===== src/rtl/csr_bank_pkg.sv =====
package csr_bank_pkg;
  localparam int MAX_KINDS = 8;
  localparam int DW = 32;
  localparam int BW = DW / 8;

  typedef logic [MAX_KINDS-1:0][7:0]    reps_vec_t;
  typedef logic [MAX_KINDS-1:0][DW-1:0] word_vec_t;
  typedef logic [MAX_KINDS-1:0]         flag_vec_t;

  function automatic int total_regs(input reps_vec_t r);
    int s;
    s = 0;
    for (int k = 0; k < MAX_KINDS; k++) s += int'(r[k]);
    return s;
  endfunction

  // kind that owns flat element idx (kinds laid out in ascending order)
  function automatic int kind_of(input reps_vec_t r, input int idx);
    int base;
    base = 0;
    for (int k = 0; k < MAX_KINDS; k++) begin
      if (idx < base + int'(r[k])) return k;
      base += int'(r[k]);
    end
    return 0;
  endfunction

  function automatic logic [DW-1:0] byte_mask(input logic [BW-1:0] sel);
    logic [DW-1:0] m;
    for (int b = 0; b < BW; b++) m[8*b +: 8] = {8{sel[b]}};
    return m;
  endfunction
endpackage


===== src/rtl/csr_addr_dec.sv =====
module csr_addr_dec #(
  parameter int ADDR_W         = 6,
  parameter int RESERVED_WORDS = 2,
  parameter int N_CTRL         = 4,
  parameter int N_STAT         = 3
) (
  input  logic [ADDR_W-1:0] adr_i,
  output logic [N_CTRL-1:0] ctrl_hit_o,
  output logic [N_STAT-1:0] stat_hit_o
);
  localparam int CTRL_BASE = RESERVED_WORDS;
  localparam int STAT_BASE = CTRL_BASE + N_CTRL;

  for (genvar i = 0; i < N_CTRL; i++) begin : g_ctrl
    assign ctrl_hit_o[i] = (int'(adr_i) == CTRL_BASE + i);
  end

  for (genvar j = 0; j < N_STAT; j++) begin : g_stat
    assign stat_hit_o[j] = (int'(adr_i) == STAT_BASE + j);
  end
endmodule


===== src/rtl/csr_ctrl_reg.sv =====
module csr_ctrl_reg import csr_bank_pkg::*; #(
  parameter logic [DW-1:0] DEFAULT   = '0,
  parameter logic [DW-1:0] TRIG_MASK = '0,
  parameter bit            STB_EN    = 1'b0
) (
  input  logic          clk_i,
  input  logic          rst_ni,
  input  logic          wr_en_i,
  input  logic [BW-1:0] sel_i,
  input  logic [DW-1:0] dat_i,
  output logic [DW-1:0] q_o,
  output logic [DW-1:0] rd_o,
  output logic          wstb_o
);
  logic [DW-1:0] store_q, trig_q, bmask;

  assign bmask = byte_mask(sel_i);

  always_ff @(posedge clk_i or negedge rst_ni) begin
    if (!rst_ni) begin
      store_q <= DEFAULT & ~TRIG_MASK;
      trig_q  <= '0;
      wstb_o  <= 1'b0;
    end else begin
      trig_q <= wr_en_i ? (dat_i & bmask & TRIG_MASK) : '0;
      wstb_o <= wr_en_i & STB_EN;
      if (wr_en_i)
        store_q <= ((store_q & ~bmask) | (dat_i & bmask)) & ~TRIG_MASK;
    end
  end

  assign q_o  = store_q | trig_q;
  assign rd_o = store_q;

  assert_trig_pulse_R5: assert property (@(posedge clk_i) disable iff (!rst_ni)
    !$past(wr_en_i) |-> ((q_o & TRIG_MASK) == '0));

  assert_hold_unwritten_R9: assert property (@(posedge clk_i) disable iff (!rst_ni)
    !wr_en_i |=> $stable(rd_o));
endmodule


===== src/rtl/csr_rd_mux.sv =====
module csr_rd_mux import csr_bank_pkg::*; #(
  parameter int N_CTRL = 4,
  parameter int N_STAT = 3
) (
  input  logic [N_CTRL*DW-1:0] ctrl_rd_i,
  input  logic [N_CTRL-1:0]    ctrl_hit_i,
  input  logic [N_STAT*DW-1:0] stat_i,
  input  logic [N_STAT-1:0]    stat_hit_i,
  output logic [DW-1:0]        rdata_o
);
  // AND-OR select; decode is one-hot so nothing overlaps, no hit -> zero
  always_comb begin
    rdata_o = '0;
    for (int i = 0; i < N_CTRL; i++)
      rdata_o |= ctrl_rd_i[i*DW +: DW] & {DW{ctrl_hit_i[i]}};
    for (int j = 0; j < N_STAT; j++)
      rdata_o |= stat_i[j*DW +: DW] & {DW{stat_hit_i[j]}};
  end
endmodule


===== src/rtl/csr_bank.sv =====
module csr_bank import csr_bank_pkg::*; #(
  parameter int        ADDR_W         = 6,
  parameter int        RESERVED_WORDS = 2,
  parameter reps_vec_t CTRL_REPS      = 64'h0000_0000_0000_0103,
  parameter word_vec_t CTRL_DEFAULT   = {{6{32'h0}}, 32'hA5A5_0000, 32'h0000_0011},
  parameter word_vec_t CTRL_TRIG      = {{6{32'h0}}, 32'h0000_000F, 32'h8000_0000},
  parameter flag_vec_t CTRL_STB_EN    = 8'b0000_0001,
  parameter reps_vec_t STAT_REPS      = 64'h0000_0000_0000_0102,
  parameter flag_vec_t STAT_ACK_EN    = 8'b0000_0001,
  localparam int       N_CTRL         = total_regs(CTRL_REPS),
  localparam int       N_STAT         = total_regs(STAT_REPS)
) (
  input  logic                 clk_i,
  input  logic                 rst_ni,
  input  logic                 wb_cyc_i,
  input  logic                 wb_stb_i,
  input  logic                 wb_we_i,
  input  logic [ADDR_W-1:0]    wb_adr_i,
  input  logic [BW-1:0]        wb_sel_i,
  input  logic [DW-1:0]        wb_dat_i,
  output logic [DW-1:0]        wb_dat_o,
  output logic                 wb_ack_o,
  output logic [N_CTRL*DW-1:0] ctrl_o,
  output logic [N_CTRL-1:0]    ctrl_wstb_o,
  input  logic [N_STAT*DW-1:0] stat_i,
  output logic [N_STAT-1:0]    stat_rack_o
);
  logic                 xfer, wr, rd;
  logic [N_CTRL-1:0]    ctrl_hit;
  logic [N_STAT-1:0]    stat_hit;
  logic [N_CTRL*DW-1:0] ctrl_rd;
  logic [DW-1:0]        rdata;

  // one action per request; a held strobe is re-served every other cycle
  assign xfer = wb_cyc_i & wb_stb_i & ~wb_ack_o;
  assign wr   = xfer & wb_we_i;
  assign rd   = xfer & ~wb_we_i;

  csr_addr_dec #(
    .ADDR_W(ADDR_W), .RESERVED_WORDS(RESERVED_WORDS),
    .N_CTRL(N_CTRL), .N_STAT(N_STAT)
  ) u_dec (
    .adr_i(wb_adr_i), .ctrl_hit_o(ctrl_hit), .stat_hit_o(stat_hit)
  );

  for (genvar i = 0; i < N_CTRL; i++) begin : g_ctrl
    localparam int K = kind_of(CTRL_REPS, i);
    csr_ctrl_reg #(
      .DEFAULT(CTRL_DEFAULT[K]), .TRIG_MASK(CTRL_TRIG[K]), .STB_EN(CTRL_STB_EN[K])
    ) u_reg (
      .clk_i  (clk_i),
      .rst_ni (rst_ni),
      .wr_en_i(wr & ctrl_hit[i]),
      .sel_i  (wb_sel_i),
      .dat_i  (wb_dat_i),
      .q_o    (ctrl_o[i*DW +: DW]),
      .rd_o   (ctrl_rd[i*DW +: DW]),
      .wstb_o (ctrl_wstb_o[i])
    );
  end

  for (genvar j = 0; j < N_STAT; j++) begin : g_stat
    localparam int K = kind_of(STAT_REPS, j);
    always_ff @(posedge clk_i or negedge rst_ni) begin
      if (!rst_ni) stat_rack_o[j] <= 1'b0;
      else         stat_rack_o[j] <= rd & stat_hit[j] & STAT_ACK_EN[K];
    end
  end

  csr_rd_mux #(.N_CTRL(N_CTRL), .N_STAT(N_STAT)) u_mux (
    .ctrl_rd_i(ctrl_rd), .ctrl_hit_i(ctrl_hit),
    .stat_i(stat_i), .stat_hit_i(stat_hit), .rdata_o(rdata)
  );

  always_ff @(posedge clk_i or negedge rst_ni) begin
    if (!rst_ni) begin
      wb_ack_o <= 1'b0;
      wb_dat_o <= '0;
    end else begin
      wb_ack_o <= xfer;
      wb_dat_o <= rd ? rdata : '0;
    end
  end

  assert_ack_next_R2: assert property (@(posedge clk_i) disable iff (!rst_ni)
    (wb_cyc_i && wb_stb_i && !wb_ack_o) |=> wb_ack_o);

  assert_ack_needs_req_R2: assert property (@(posedge clk_i) disable iff (!rst_ni)
    wb_ack_o |-> $past(wb_cyc_i && wb_stb_i));

  assert_wstb_on_write_R4: assert property (@(posedge clk_i) disable iff (!rst_ni)
    (ctrl_wstb_o != '0) |-> (wb_ack_o && $past(wb_we_i) && $onehot0(ctrl_wstb_o)));

  assert_rack_on_read_R7: assert property (@(posedge clk_i) disable iff (!rst_ni)
    (stat_rack_o != '0) |-> (wb_ack_o && !$past(wb_we_i) && $onehot0(stat_rack_o)));

  assert_decode_onehot_R8: assert property (@(posedge clk_i) disable iff (!rst_ni)
    $onehot0({ctrl_hit, stat_hit}));
endmodule


===== config.mk =====
export PLATFORM = sky130hd
export DESIGN_NAME = csr_bank
export DESIGN_NICKNAME = d
export VERILOG_FILES = /design/src/rtl/csr_bank_pkg.sv /design/src/rtl/csr_addr_dec.sv /design/src/rtl/csr_ctrl_reg.sv /design/src/rtl/csr_rd_mux.sv /design/src/rtl/csr_bank.sv
export SDC_FILE = /design/constraint.sdc
export NUM_CORES = 1
export LEC_CHECK = 0
export BUFFER_PORTS_ARGS = -buffer_cell sky130_fd_sc_hd__buf_2
export CAP_MARGIN = 10
export CORE_UTILIZATION = 44
export DETAILED_ROUTE_END_ITERATION = 8
export PLACE_DENSITY = 0.77
export SLEW_MARGIN = 20
export SYNTH_ARGS = -nofsm -noshare
export SYNTH_HDL_FRONTEND = slang
export SYNTH_SLANG_ARGS = --single-unit

===== constraint.sdc =====
create_clock -name clk_i -period 2.2 [get_ports clk_i]
set_clock_uncertainty 0.15 [all_clocks]
set_input_delay 0.33 -clock clk_i [delete_from_list [all_inputs] [get_ports clk_i]]
set_output_delay 0.33 -clock clk_i [all_outputs]
set_load 0.03 [all_outputs]

== Word-level counts from Yosys, hierarchy flattened ==
Cells that the tools add are included.
W data, S select, Z words.
Operators by class
  eq/ne operators: 7
  multiplexer cells: 5
  bitwise logic cells: 39
Operators by type and width (count)
  $or A32 B32 Y32: 8
  $and A32 B32 Y32: 6
  $mux W32: 4
  $and A31 B32 Y32: 3
  $or A31 B32 Y32: 3
  $and A31 B31 Y31: 3
  $or A31 B31 Y31: 3
  $not A32 Y32: 1
  $eq A6 B4 Y1 const B: 4
  $eq A6 B3 Y1 const B: 2
  $and A1 B1 Y1: 10
  $eq A6 B5 Y1 const B: 1
  $mux W4: 1
  $not A1 Y1: 2
Storage, ports and cells
  flip-flop bits (word level): 287
  input bits: 143
  output and inout bits: 168
  logic and storage cells: 66

== Logic depth before layout (Yosys ltp) ==
  depth in word-level cells: 9
  gate-level depth with buffers: 8
  mapped depth without buffers: 4

== Hierarchy ==
From an unflattened synthesis, not the netlist that was laid out.
Unflattened totals
  cells, all modules: 656
  area total of the unflattened synthesis: 8370.5 um2
Modules (own cells, without submodules)
  csr_ctrl_reg (g_ctrl[0].u_reg ...): instances 3, cells each 103, area each 1468.9 um2, seq. area each 828.3 um2
  csr_ctrl_reg (g_ctrl[3].u_reg): instances 1, cells each 103, area each 1595.3 um2, seq. area each 810.8 um2
  csr_bank: instances 1, cells each 82, area each 1204.9 um2, seq. area each 875.8 um2
  csr_rd_mux: instances 1, cells each 149, area each 1084.8 um2, seq. area each 0.0 um2
  csr_addr_dec: instances 1, cells each 13, area each 78.8 um2, seq. area each 0.0 um2

== Worst setup path after synthesis ==
Ideal clock, no wire load.
  kind: register -> register
  from: register wb_ack_o
  to: register (tool-made name)
  arrival time: 1.977 ns
  required time: 1.925 ns
  setup slack: -0.051 ns
  cell stages (with the launch flop): 5
  path buffers: 0
  period minus slack after synthesis: 2.251 ns
  cell sequence: dfrtp_1 nand4b_1 nor4_4 nand2_1 mux2_2
RTL lines
  start, declared: RTL line csr_bank.sv:22  | output logic wb_ack_o,
  start signal, assigned: RTL line csr_bank.sv:80  | wb_ack_o <= xfer;

==> results.txt <==
drt wl/cell -> 20.3 µm
clock tree root driver cell -> clkbuf_16
CP most frequent cell -> buf_4
Leakage -> 0.00559 µW
critical path, cell by cell -> dlygate4sd3_1 > buf_2 > nand4b_1 > buf_4 > nor4_2 > buf_4 > nand2_1 > buf_12 > mux2_2
clk sinks -> 166
Tmin final -> 2.08 ns
IO Count -> 311
unrepaired setup endpoints after global routing -> no
die area -> 0.0179 mm²
final setup vio count -> 0
Post-synth top flop -> dfrtp_1
grt ovf -> 0
min-delay worst type -> input pin to register
CP delay by family, top -> buffers and inverters
CTS max path bufs -> 2
clock slew at reported path FFs -> 0.07 ns
gr usage total -> 26.3%
antenna cells -> 0
Async SR Flop Fraction -> 100%
post-synthesis cell area -> 0.00766 mm²
initial antenna violation count -> 0
Fmax -> 0.481 GHz
slowest stage delay, CP -> 0.52 ns
most frequent cell after synthesis -> dfrtp_1
Ys Warns -> 0
syn_area_per_cell -> 13.6 µm²
R2R Setup Slk -> 0.17 ns
Yosys top cell by area -> dfrtp_1
Port Buffer Count -> 308
post-route setup TNS -> 0 ns
core outline area -> 0.0168 mm²
pwr/cell area -> 651 mW/mm²
Worst-Skew Late Latency -> 0.41 ns
Slowest-stage cell, CP -> dlygate4sd3_1
Worst EP arrival -> 2.22 ns
final period utilization -> 94.5%
# nets final -> 1049
number of global-route vias before repair -> 6397
initial core utilization -> 45.6%
Die Ht -> 134 µm
Startpoint Class -> input pin
residual DRC count -> 0
Slew @ Worst Pin -> 0.613 ns
1st-pass router iterations -> 4
worst rel slew slack -> 59.1%
Worst Path Required -> 2.34 ns
H-tree depth -> 4
Placed Cells -> 1104
CTS buffer count -> 17
final slew viol count -> 0
Critical path buffers and inverters -> 5
maximum VDD drop -> 0.529 mV
crit end category -> register
fin cells -> 1139
Via density -> 5.44
post-synth cell types -> 36
outcome -> completed
post-route ant nets -> 0
final wirelength -> 23.2 mm
die width -> 134 µm
pin count of the biggest net entering global routing -> 47
CTS tree -> yes
top post-synthesis cells by area -> dfrtp_1 50%, mux2_2 22%, mux4_2 5.3%
cell count after synthesis -> 564
Critical Path Fanout Max -> 8
Via Count -> 6199
EDFF count, synth -> 0
max-cap viol count -> 0
CP Class -> input pin to register
top cell type's share of synthesized area -> 49.6%
layout cells sized above 1 -> 64.0%
Commonest cells post-synth -> 152 x dfrtp_1, 150 x mux2_2, 46 x nand2_1, 31 x a22oi_1, 22 x a21oi_1
number of cell rows -> 47
Final Hold Fails -> 0
final HPWL from detailed placement -> 17.1 mm
Seq/Total Area, Yosys -> 54.4%
Layout area overhead -> 36.2%
number of synthesized register bits -> 166
Final GP Congestion -> 0.830
fin util -> 62.1%
Starting DRT DRC Count -> 254
first-pass GRT wire length -> 35.4 mm
[logic make-up (layout without fill, tap and decap cells)]
group,count (synthesis),count (layout),synth area share (%)
muxes,183,183,29.4
DFF,166,166,54.4
and+or+nand+nor,99,99,7.40
AOI/OAI and AO/OA,77,77,6.45
buffers and inverters,38,392,2.29
other,1,2,0.0489
[repair_timing]
action                                  in CTS  in global routing
buffers inserted                             0                  0
endpoints found under the hold margin       40                  0
hold buffers                                 3                  0
gates resized for setup                      0                  0
endpoints found under the setup margin       0                  0
[power breakdown]
group	switching, µW	total, µW	internal (µW)
Clock	1210	2920	1710
Combinational	415	716	300
Sequential	43.2	3160	3110
[cell type report]
| cell class | instances | area (µm²) |
|---|---|---|
| Clock buffer | 21 | 450 |
| Clock inverter | 11 | 125 |
| Fill cell | 1394 | 6380 |
| Inverter | 2 | 7.51 |
| Multi-Input combinational cell | 361 | 3340 |
| Sequential cell | 166 | 4170 |
| Tap cell | 220 | 275 |
| Timing Repair Buffer | 358 | 2070 |
[final timing paths]
check                           depth (start not counted)                    endpoint                from
min in group asynchronous                               2      wb_dat_o[31]$_DFF_PN0_              rst_ni
worst max register to register                          7                    register  wb_ack_o$_DFF_PN0_
max in group asynchronous                               3  asynchronous set/reset pin              rst_ni
worst min register to register                          1          wb_ack_o$_DFF_PN0_  wb_ack_o$_DFF_PN0_
worst max-delay path                                    9                    register            wb_stb_i
worst min-delay path                                    2                    register        wb_dat_i[19]
[stage by stage]
step                      setup slack [ns]  hold WS (ns)  power [µW]  instance area [µm²]
after floorplan                    0.00258        -0.116        3540                 7680
after global placement              -0.132         0.133        3910                 9830
after detailed placement            -0.175         0.138        3920                 9830
after CTS                            0.133       0.00657        6860                10400
after global routing                0.0625        0.0137        7030                10400
final                                0.120        0.0270        6790                10400
[routing by layer]
metal	GRT usage (%)	part of all wire, %
met1	32.9	42
met2	45.3	51
met3	6.73	6.4
met4	6.76	1.4
met5	0	0
[cells in the final DEF (no fill, tap or decap), types with 5 or more instances in the layout]
master     count
a21oi_1       22
a22oi_1       31
a31oi_1        9
and2_1         5
buf_12        11
buf_2        306
buf_4         37
clkbuf_16     17
dfrtp_1      151
dfstp_2       14
mux2_1         6
mux2_2       150
mux2i_1        9
mux4_2        18
nand2_1       45
nand2_2       12
nand3_1       10
nor2_1         5
o21ai_0       10
(Power assumes the default switching activity.)
